===== config.mk =====
export PLATFORM = sky130hd
export DESIGN_NAME = trap_sequencer
export DESIGN_NICKNAME = d
export VERILOG_FILES = /design/src/rtl/trap_seq_pkg.sv /design/src/rtl/trap_vec_target.sv /design/src/rtl/ret_pc_mask.sv /design/src/rtl/trap_status_next.sv /design/src/rtl/trap_sequencer.sv
export SDC_FILE = /design/constraint.sdc
export NUM_CORES = 1
export LEC_CHECK = 0
export ABC_AREA = 1
export BUFFER_PORTS_ARGS = -buffer_cell sky130_fd_sc_hd__buf_2
export CORE_AREA = 2 2 288 290
export DETAILED_ROUTE_END_ITERATION = 16
export DIE_AREA = 0 0 290 292
export PLACE_DENSITY = 0.43
export SYNTH_ARGS = -nofsm -noshare
export SYNTH_HDL_FRONTEND = slang
export SYNTH_SLANG_ARGS = --single-unit

===== constraint.sdc =====
create_clock -name clk -period 2.8 [get_ports clk]
set_clock_uncertainty 0.2 [all_clocks]
set_input_delay 0.42 -clock clk [delete_from_list [all_inputs] [get_ports clk]]
set_output_delay 0.42 -clock clk [all_outputs]
set_load 0.02 [all_outputs]

===== src/rtl/trap_seq_pkg.sv =====
package trap_seq_pkg;

   typedef enum logic [1:0] {
      EV_NONE = 2'd0,
      EV_TRAP = 2'd1,
      EV_MRET = 2'd2,
      EV_SRET = 2'd3
   } ev_e;

   localparam logic [1:0] PRV_U = 2'd0;
   localparam logic [1:0] PRV_S = 2'd1;
   localparam logic [1:0] PRV_M = 2'd3;

   typedef struct packed {
      logic       mie;
      logic       mpie;
      logic [1:0] mpp;
      logic       sie;
      logic       spie;
      logic       spp;
   } stat_t;

endpackage


===== src/rtl/trap_vec_target.sv =====
// Handler address from a trap-vector register; flags unsupported modes.
module trap_vec_target #(
   parameter int XLEN        = 64,
   parameter int CAUSE_W     = 6,
   parameter bit VECTORED_EN = 1'b1
) (
   input  logic [XLEN-1:0]    tvec,
   input  logic               intr,
   input  logic [CAUSE_W-1:0] code,
   output logic [XLEN-1:0]    target,
   output logic               bad
);
   localparam int PAD_W = XLEN - CAUSE_W;

   logic [XLEN-1:0] base;
   logic [XLEN-1:0] offset;
   logic [1:0]      mode;

   assign base   = tvec & {{(XLEN-2){1'b1}}, 2'b00};
   assign mode   = tvec[1:0];
   assign offset = {{PAD_W{1'b0}}, code} << 2;

   generate
      if (VECTORED_EN) begin : g_vectored
         always_comb begin
            target = base;
            bad    = 1'b0;
            unique case (mode)
               2'd0:    target = base;
               2'd1:    target = intr ? (base + offset) : base;
               default: bad = 1'b1;
            endcase
         end
      end else begin : g_direct_only
         always_comb begin
            target = base;
            bad    = (mode != 2'd0);
         end
      end
   endgenerate
endmodule


===== src/rtl/ret_pc_mask.sv =====
// Aligns a saved exception PC to the current instruction granularity.
module ret_pc_mask #(
   parameter int XLEN = 64
) (
   input  logic [XLEN-1:0] epc,
   input  logic            c_en,
   output logic [XLEN-1:0] pc_out
);
   assign pc_out = epc & {{(XLEN-2){1'b1}}, c_en, 1'b0};
endmodule


===== src/rtl/trap_status_next.sv =====
// Next privilege and status fields for a given event.
module trap_status_next
   import trap_seq_pkg::*;
(
   input  ev_e        ev,
   input  logic       del_m,
   input  logic [1:0] priv_cur,
   input  stat_t      st_cur,
   output stat_t      st_nxt,
   output logic [1:0] priv_nxt
);
   always_comb begin
      st_nxt   = st_cur;
      priv_nxt = priv_cur;
      unique case (ev)
         EV_TRAP: begin
            if (del_m) begin
               st_nxt.mpie = st_cur.mie;
               st_nxt.mie  = 1'b0;
               st_nxt.mpp  = priv_cur;
               priv_nxt    = PRV_M;
            end else begin
               st_nxt.spie = st_cur.sie;
               st_nxt.sie  = 1'b0;
               st_nxt.spp  = (priv_cur == PRV_S);
               priv_nxt    = PRV_S;
            end
         end
         EV_MRET: begin
            st_nxt.mie  = st_cur.mpie;
            st_nxt.mpie = 1'b1;
            priv_nxt    = st_cur.mpp;
         end
         EV_SRET: begin
            st_nxt.sie  = st_cur.spie;
            st_nxt.spie = 1'b1;
            priv_nxt    = st_cur.spp ? PRV_S : PRV_U;
         end
         default: ;
      endcase
   end
endmodule


===== src/rtl/trap_sequencer.sv =====
module trap_sequencer
   import trap_seq_pkg::*;
#(
   parameter int XLEN        = 64,
   parameter int CAUSE_W     = 6,
   parameter bit VECTORED_EN = 1'b1
) (
   input  logic               clk,
   input  logic               rst_n,
   input  logic [1:0]         evt_kind,
   input  logic               evt_intr,
   input  logic [CAUSE_W-1:0] evt_code,
   input  logic [XLEN-1:0]    evt_pc,
   input  logic               evt_tval_vld,
   input  logic [XLEN-1:0]    evt_tval,
   input  logic [1:0]         del_priv,
   input  logic [XLEN-1:0]    mtvec,
   input  logic [XLEN-1:0]    stvec,
   input  logic               c_en,
   output logic [1:0]         priv,
   output logic               st_mie,
   output logic               st_mpie,
   output logic [1:0]         st_mpp,
   output logic               st_sie,
   output logic               st_spie,
   output logic               st_spp,
   output logic [XLEN-1:0]    mcause,
   output logic [XLEN-1:0]    scause,
   output logic [XLEN-1:0]    mepc,
   output logic [XLEN-1:0]    sepc,
   output logic [XLEN-1:0]    mtval,
   output logic [XLEN-1:0]    stval,
   output logic [XLEN-1:0]    next_pc,
   output logic               next_pc_vld,
   output logic               vec_err,
   output logic               rsv_cancel
);
   localparam int GAP_W = XLEN - 1 - CAUSE_W;
   localparam int N_LVL = 2;   // index 0 machine, 1 supervisor

   generate
      if (XLEN != 32 && XLEN != 64) begin : g_chk_xlen
         $error("trap_sequencer: XLEN must be 32 or 64");
      end
      if (CAUSE_W < 1 || GAP_W < 0) begin : g_chk_cause
         $error("trap_sequencer: CAUSE_W must fit below the interrupt bit");
      end
   endgenerate

   ev_e        ev;
   logic       del_m;
   stat_t      st_q, st_d;
   logic [1:0] priv_q, priv_d;

   assign ev    = ev_e'(evt_kind);
   assign del_m = (del_priv == PRV_M);

   trap_status_next u_status (
      .ev       (ev),
      .del_m    (del_m),
      .priv_cur (priv_q),
      .st_cur   (st_q),
      .st_nxt   (st_d),
      .priv_nxt (priv_d)
   );

   // Per-level vector and return-address logic
   logic [N_LVL-1:0][XLEN-1:0] tvec_a, tgt_a, epc_a, ret_a;
   logic [N_LVL-1:0]           bad_a;

   logic [XLEN-1:0] mepc_q, sepc_q;
   assign tvec_a[0] = mtvec;
   assign tvec_a[1] = stvec;
   assign epc_a[0]  = mepc_q;
   assign epc_a[1]  = sepc_q;

   generate
      for (genvar gi = 0; gi < N_LVL; gi++) begin : g_lvl
         trap_vec_target #(
            .XLEN        (XLEN),
            .CAUSE_W     (CAUSE_W),
            .VECTORED_EN (VECTORED_EN)
         ) u_vec (
            .tvec   (tvec_a[gi]),
            .intr   (evt_intr),
            .code   (evt_code),
            .target (tgt_a[gi]),
            .bad    (bad_a[gi])
         );
         ret_pc_mask #(.XLEN(XLEN)) u_ret (
            .epc    (epc_a[gi]),
            .c_en   (c_en),
            .pc_out (ret_a[gi])
         );
      end
   endgenerate

   logic [XLEN-1:0] cause_val, tval_val;
   assign cause_val = {evt_intr, {GAP_W{1'b0}}, evt_code};
   assign tval_val  = evt_tval_vld ? evt_tval : '0;

   logic [XLEN-1:0] mcause_q, scause_q, mtval_q, stval_q, npc_q;
   logic            vld_q, err_q, cancel_q;

   always_ff @(posedge clk) begin
      if (!rst_n) begin
         priv_q   <= PRV_M;
         st_q     <= '0;
         mcause_q <= '0;
         scause_q <= '0;
         mepc_q   <= '0;
         sepc_q   <= '0;
         mtval_q  <= '0;
         stval_q  <= '0;
         npc_q    <= '0;
         vld_q    <= 1'b0;
         err_q    <= 1'b0;
         cancel_q <= 1'b0;
      end else begin
         priv_q   <= priv_d;
         st_q     <= st_d;
         cancel_q <= (ev != EV_NONE);
         vld_q    <= 1'b0;
         err_q    <= 1'b0;
         unique case (ev)
            EV_TRAP: begin
               if (del_m) begin
                  mcause_q <= cause_val;
                  mepc_q   <= evt_pc;
                  mtval_q  <= tval_val;
                  if (!bad_a[0]) npc_q <= tgt_a[0];
                  vld_q    <= !bad_a[0];
                  err_q    <= bad_a[0];
               end else begin
                  scause_q <= cause_val;
                  sepc_q   <= evt_pc;
                  stval_q  <= tval_val;
                  if (!bad_a[1]) npc_q <= tgt_a[1];
                  vld_q    <= !bad_a[1];
                  err_q    <= bad_a[1];
               end
            end
            EV_MRET: begin
               npc_q <= ret_a[0];
               vld_q <= 1'b1;
            end
            EV_SRET: begin
               npc_q <= ret_a[1];
               vld_q <= 1'b1;
            end
            default: ;
         endcase
      end
   end

   assign priv        = priv_q;
   assign st_mie      = st_q.mie;
   assign st_mpie     = st_q.mpie;
   assign st_mpp      = st_q.mpp;
   assign st_sie      = st_q.sie;
   assign st_spie     = st_q.spie;
   assign st_spp      = st_q.spp;
   assign mcause      = mcause_q;
   assign scause      = scause_q;
   assign mepc        = mepc_q;
   assign sepc        = sepc_q;
   assign mtval       = mtval_q;
   assign stval       = stval_q;
   assign next_pc     = npc_q;
   assign next_pc_vld = vld_q;
   assign vec_err     = err_q;
   assign rsv_cancel  = cancel_q;
endmodule


## Yosys cells after proc, flatten, opt, wreduce, memory -nomap -nowiden

Index checks and enable logic that the tools add are counted.

- Bits in registers: 346
- Bits in latches: 0
- Bits in writable memories: 0
- Memory bits (read-only): 0
- Input bits: 271
- Output and inout bits: 460
- Logic and storage cells: 69
- Memories kept: 0

- $add $sub $neg: 2
- Multiply operators: 0
- Divide/modulo/power cells: 0
- Order comparisons: 0
- Eq/ne operators: 11
- Shifts and indexed selects: 0
- Mux-type cells: 21
- Bitwise gates (word level): 3
- Reduce and logical (&&, ||, !) cells: 15

Operators with widths:

| cell | count |
|---|---|
| $mux W64 | 8 |
| $pmux W64 S3 | 1 |
| $add A64 B8 Y64 | 2 |
| $and A64 B64 Y64 | 2 |
| $reduce_and A2 Y1 | 5 |
| $eq A2 B1 Y1 const B | 4 |
| $pmux W2 S2 | 2 |
| $eq A2 B2 Y1 const B | 3 |
| $ne A3 B3 Y1 const B | 2 |
| $pmux W2 S3 | 1 |
| $reduce_bool A2 Y1 | 3 |
| $reduce_or A2 Y1 | 3 |
| $mux W1 | 5 |
| $logic_not A2 Y1 | 2 |
| $mux W4 | 1 |
| $ne A2 B2 Y1 const B | 2 |
| $mux W3 | 1 |
| $reduce_and A3 Y1 | 1 |
| $reduce_bool A3 Y1 | 1 |
| $mux W2 | 1 |
| $pmux W1 S2 | 1 |
| $not A1 Y1 | 1 |

## Longest topological paths before layout

- Word-level depth: 6
- Depth in mapped cells: 15
- Depth with buffers taken out: 15

## By module

A second synthesis with hierarchy kept.

- Cells, all modules: 3475
- Area, all modules: 22112.5 um2

By module, submodules not included:

| module | times used | cells an instance | area an instance (um2) | seq. area each (um2) |
|---|---|---|---|---|
| trap_sequencer | 1 | 2383 | 16054.1 | 6926.6 |
| trap_vec_target | 2 | 455 | 2421.1 | 0.0 |
| ret_pc_mask | 2 | 66 | 484.2 | 0.0 |
| trap_status_next | 1 | 50 | 247.7 | 0.0 |

## Least setup slack after synthesis

No wires, ideal clock.

- Path kind: input to register
- Start: input port evt_code[0]
- End: register npc_q[36], in the netlist next_pc[36]
- Library setup time: 0.124 ns
- Data arrival time: 1.908 ns
- Data required time: 2.476 ns
- Path slack: 0.568 ns
- Cell stages on the path: 13
- Path buffers: 0
- Cell sequence: ha_1 fa_1 nand2_1 nand2_1 nand3_2 nand2_4 nand3_1 nor2_2 nand2_1 xor2_1 nand2_1 nand3_1 a21oi_1

- Longest elaborated chain between the ends: 6
- Elaborated cells between the ends (all ways): 10
- Classes of those cells: add/sub: 2; mux: 8

Ends and longest elaborated chain:

| item | RTL line | text |
|---|---|---|
| start: declaration | trap_sequencer.sv:12 | `input logic [CAUSE_W-1:0] evt_code,` |
| $add A64 B8 Y64 | trap_vec_target.sv:30 | `2'd1: target = intr ? (base + offset) : base;` |
| $mux W64 | trap_vec_target.sv:30 |  |
| $mux W64 | trap_vec_target.sv:28 | `unique case (mode)` |
| $mux W64, on equally long branches | trap_sequencer.sv:138, trap_sequencer.sv:131 |  |
| $mux W64 (*) | trap_sequencer.sv:127 | `if (del_m) begin` |
| $pmux W64 S3 (*) | trap_sequencer.sv:125 | `unique case (ev)` |
| end signal: assignment | trap_sequencer.sv:131 | `if (!bad_a[0]) npc_q <= tgt_a[0];` |
| end signal: assignment | trap_sequencer.sv:138 | `if (!bad_a[1]) npc_q <= tgt_a[1];` |
| end signal: assignment | trap_sequencer.sv:144 | `npc_q <= ret_a[0];` |
| end: declaration | trap_sequencer.sv:102 | `logic [XLEN-1:0] mcause_q, scause_q, mtval_q, stval_q, npc_q;` |

Every way passes the cells marked *; elsewhere a longest branch is shown, timed or not. The select of a mux whose other input is x is not followed.
A chain may end at the register's enable or synchronous reset.

## Worst setup path in the final report

- Start: input port evt_code[0]
- End: register npc_q[32], in the netlist next_pc[32]

The elaborated chain is that of the path after synthesis.

==> qor.yml <==
placed_design:
  post-dp-hpwl_um: 78200
  numPortBuffers: 615
  final_weighted_congestion_of_routability_driven_global_placement: 0.933
  place_worst_setup_slack_ps: -16.5
timing:
  rsz0062_at_grt: "yes"
  final_critical_path_setup_slack_ps: 135
  totalNegativeSetupSlack_ps: 0
  slew_headroom: 0.252
  report.final.slew_viol_count: 0
  finalCriticalPeriod_ps: 2660
  hold_violations: 0
  tightest_slew_ps: 1120
  finalSetupViolCount: 0
  final.period_utilization: 0.952
  fmax_ghz: 0.375
logic_synthesis:
  synth_warnings: 0
  syn_avg_cell_area_um2: 6.78
  post_synth_instance_area_mm2: 0.0188
  number_of_synthesized_flops_with_an_enable_pin: 0
  post_synth_num_cell_types: 56
  ff_latch_count_synth: 345
  synthesis.instances: 2774
  async_reset_ff_frac: 0
  synth_seq_area_share: 0.367
  ys.flop_type: "sky130_fd_sc_hd__dfxtp_1"
critical_path:
  worstPathArrival_ps: 2970
  worst_ep_required_time_ps: 3110
  type_of_the_worst_setup_path: "input pin to flop"
  cp_max_fo: 7
  critPathCaptureType: "flop"
  reg2reg_setup_slack_ps: 1290
  worstRegToRegCells: 2
  cp-start-kind: "input pin"
layout:
  fillers: 9080
  layout.area.seq_mm2: 0.00691
  layout-drive-gt1-share: 0.246
  most-common-layout-cells: "sky130_fd_sc_hd__buf_2 (614), sky130_fd_sc_hd__nand2_1 (466), sky130_fd_sc_hd__nor2_1 (419), sky130_fd_sc_hd__o21ai_0 (378), sky130_fd_sc_hd__dfxtp_1 (345)"
  leading_cell_type_in_the_layout_fill_and_taps_excluded: "sky130_fd_sc_hd__buf_2"
  layout.nets: 3800
  multi_input_combinational_cell_area_mm2: 0.0101
  syn_to_final_growth_pct: 37.9
grt:
  initial_antenna_violation_count: 8
  grt_start_max_net_pins: 79
  grt_first_pass_wirelength_um: 145000
  track_usage: 0.229
  use_met3: 0.0480
  grt_pass1_vias: 20900
  global_route.peak_usage_layer: "met2"
  met1_grt_util: 0.277
  grt_util_met2: 0.407
  gr-total-overflow: 0
die:
  die_area_mm2: 0.0847
  fp-row-count: 105
  core_region_area_mm2: 0.0816
  die_width_um: 290
  top_level_ports: 731
  initial_core_utilization: 0.231
  die_h_um: 292
clock_tree:
  cts_tree: "built"
  insertion_delay_ps: 590
  tritoncts_num_sinks: 345
  max_root_sink_buffers: 3
  h-tree-depth: 2
  cts_inserted_buffers: 44
  clkTransAtPathRegs_ps: 60
  clk_root_buffer_cell: "sky130_fd_sc_hd__clkbuf_16"
drt:
  detail_route.wl_per_cell_um: 21.8
  detail_route.vias_per_cell: 4.71
  drt_first_pass_iters: 5
  first_iter_violations: 1457
  ant_nets: 0
  dr_drc_count: 0
  detail_route.wirelength_um: 101000
  detailed_route_via_count: 21700
pwr:
  power.static_leakage_nw: 12.3
  power_per_cell_area_mw_per_mm2: 532
  irDropWorstVdd_v: 0.000373
hold_path:
  worst_hold_path_type: "input pin to flop"
  min_delay_path_depth: 4
run_status:
  run_status: "complete, no violations"
run:
  cap_violations: 0
## cells in the mapped netlist, types with 5 or more instances
library cell / number / area share
sky130_fd_sc_hd__buf_4: 119 / 0.047
sky130_fd_sc_hd__xor2_1: 16 / 0.0074
sky130_fd_sc_hd__nor3_1: 37 / 0.0098
sky130_fd_sc_hd__o21ai_1: 7 / 0.0019
sky130_fd_sc_hd__o21ai_0: 380 / 0.10
sky130_fd_sc_hd__nand4_1: 49 / 0.016
sky130_fd_sc_hd__nand3b_1: 5 / 0.0020
sky130_fd_sc_hd__a41oi_1: 6 / 0.0028
sky130_fd_sc_hd__nor3_2: 10 / 0.0053
sky130_fd_sc_hd__inv_2: 10 / 0.0020
sky130_fd_sc_hd__nor2_4: 9 / 0.0054
sky130_fd_sc_hd__nor2_1: 421 / 0.084
sky130_fd_sc_hd__and2_1: 6 / 0.0020
sky130_fd_sc_hd__inv_1: 169 / 0.034
sky130_fd_sc_hd__buf_1: 9 / 0.0018
sky130_fd_sc_hd__dfxtp_1: 345 / 0.37
sky130_fd_sc_hd__nand3_2: 5 / 0.0027
sky130_fd_sc_hd__nand3_1: 185 / 0.049
sky130_fd_sc_hd__xnor2_1: 7 / 0.0033
sky130_fd_sc_hd__a221oi_1: 57 / 0.027
sky130_fd_sc_hd__nand2_1: 467 / 0.093
sky130_fd_sc_hd__nor2_2: 18 / 0.0060
sky130_fd_sc_hd__ha_1: 12 / 0.0080
sky130_fd_sc_hd__clkbuf_1: 106 / 0.021
sky130_fd_sc_hd__buf_2: 32 / 0.0085
sky130_fd_sc_hd__a21oi_1: 229 / 0.061
## worst paths after layout
path,startpoint,end
worst max-delay path,evt_code[0],next_pc[32]$_SDFFE_PN0P_
worst min-delay path,evt_code[4],mcause[4]$_SDFFE_PN0P_
worst max register to register,mepc[14]$_SDFFE_PN0P_,next_pc[14]$_SDFFE_PN0P_
worst min register to register,next_pc[1]$_SDFFE_PN0P_,next_pc[1]$_SDFFE_PN0P_
## sequential cells by signal, indices dropped and copies added, names as in the netlist, 2 cells and up
name,flops
priv,2
mtval,64
stval,64
st_mpp,2
sepc,64
next_pc,63
scause,7
mepc,64
mcause,7
## critical path, stage by stage
cell,delay [ps]
sky130_fd_sc_hd__dlygate4sd3_1,530
sky130_fd_sc_hd__buf_2,150
sky130_fd_sc_hd__ha_2,210
sky130_fd_sc_hd__fa_1,390
sky130_fd_sc_hd__nand2_1,100
sky130_fd_sc_hd__nand2_1,80
sky130_fd_sc_hd__nand3_2,100
sky130_fd_sc_hd__nand2_4,90
sky130_fd_sc_hd__nand4_1,220
sky130_fd_sc_hd__nor2_2,100
sky130_fd_sc_hd__o21ai_0,300
sky130_fd_sc_hd__nand3_1,140
sky130_fd_sc_hd__a21oi_1,130
## area by class of cell
cell class	count	area share
timing repair buffer	852	0.210
antenna	5	0.000482
multi-input combinational	2092	0.391
sequential	345	0.266
inverter	180	0.0264
clock buffer	59	0.0465
tap	1070	0.0516
clock inverter	18	0.00719
## routing by layer
metal  share of wire  routed length, µm
met1            0.41              41600
met2            0.49              49700
met3           0.067               6740
met4           0.028               2800
met5         0.00013                 13
## logic make-up after synthesis
kind of cell / synth area share
buf+inv: 0.119
xor+xnor: 0.0107
other cells: 0.000199
simple gates: 0.293
compound gates: 0.200
fa+ha+maj: 0.0101
flops: 0.367
## repair_timing
| action | CTS | global route |
|---|---|---|
| endpoints found under the setup margin | 0 | 11 |
| buffers inserted | 0 | 2 |
| hold buffers | 132 | 0 |
| gates resized for setup | 0 | 8 |
| endpoints found under the hold margin | 263 | 0 |
## where the power goes
group          leakage, nW  internal (mW)  total [mW]  switching, mW
clock                0.681           3.15        5.61           2.46
sequential            2.83           5.19        5.36          0.177
combinational         8.81          0.912        2.82           1.91
## stage by stage
step                instances   util  hold slack [ps]  power (mW)  instance area [µm²]
global placement         4405  0.284              254        8.17                23200
CTS                      4614  0.317             17.8        14.0                25900
finish                   4621  0.318             57.2        13.8                25900
floorplan                2888      -              332        6.94                19200
global route             4618  0.318             55.6        14.4                25900
detailed placement       4405  0.284              260        8.16                23200
Note: power is estimated with default switching activity, not from simulation.
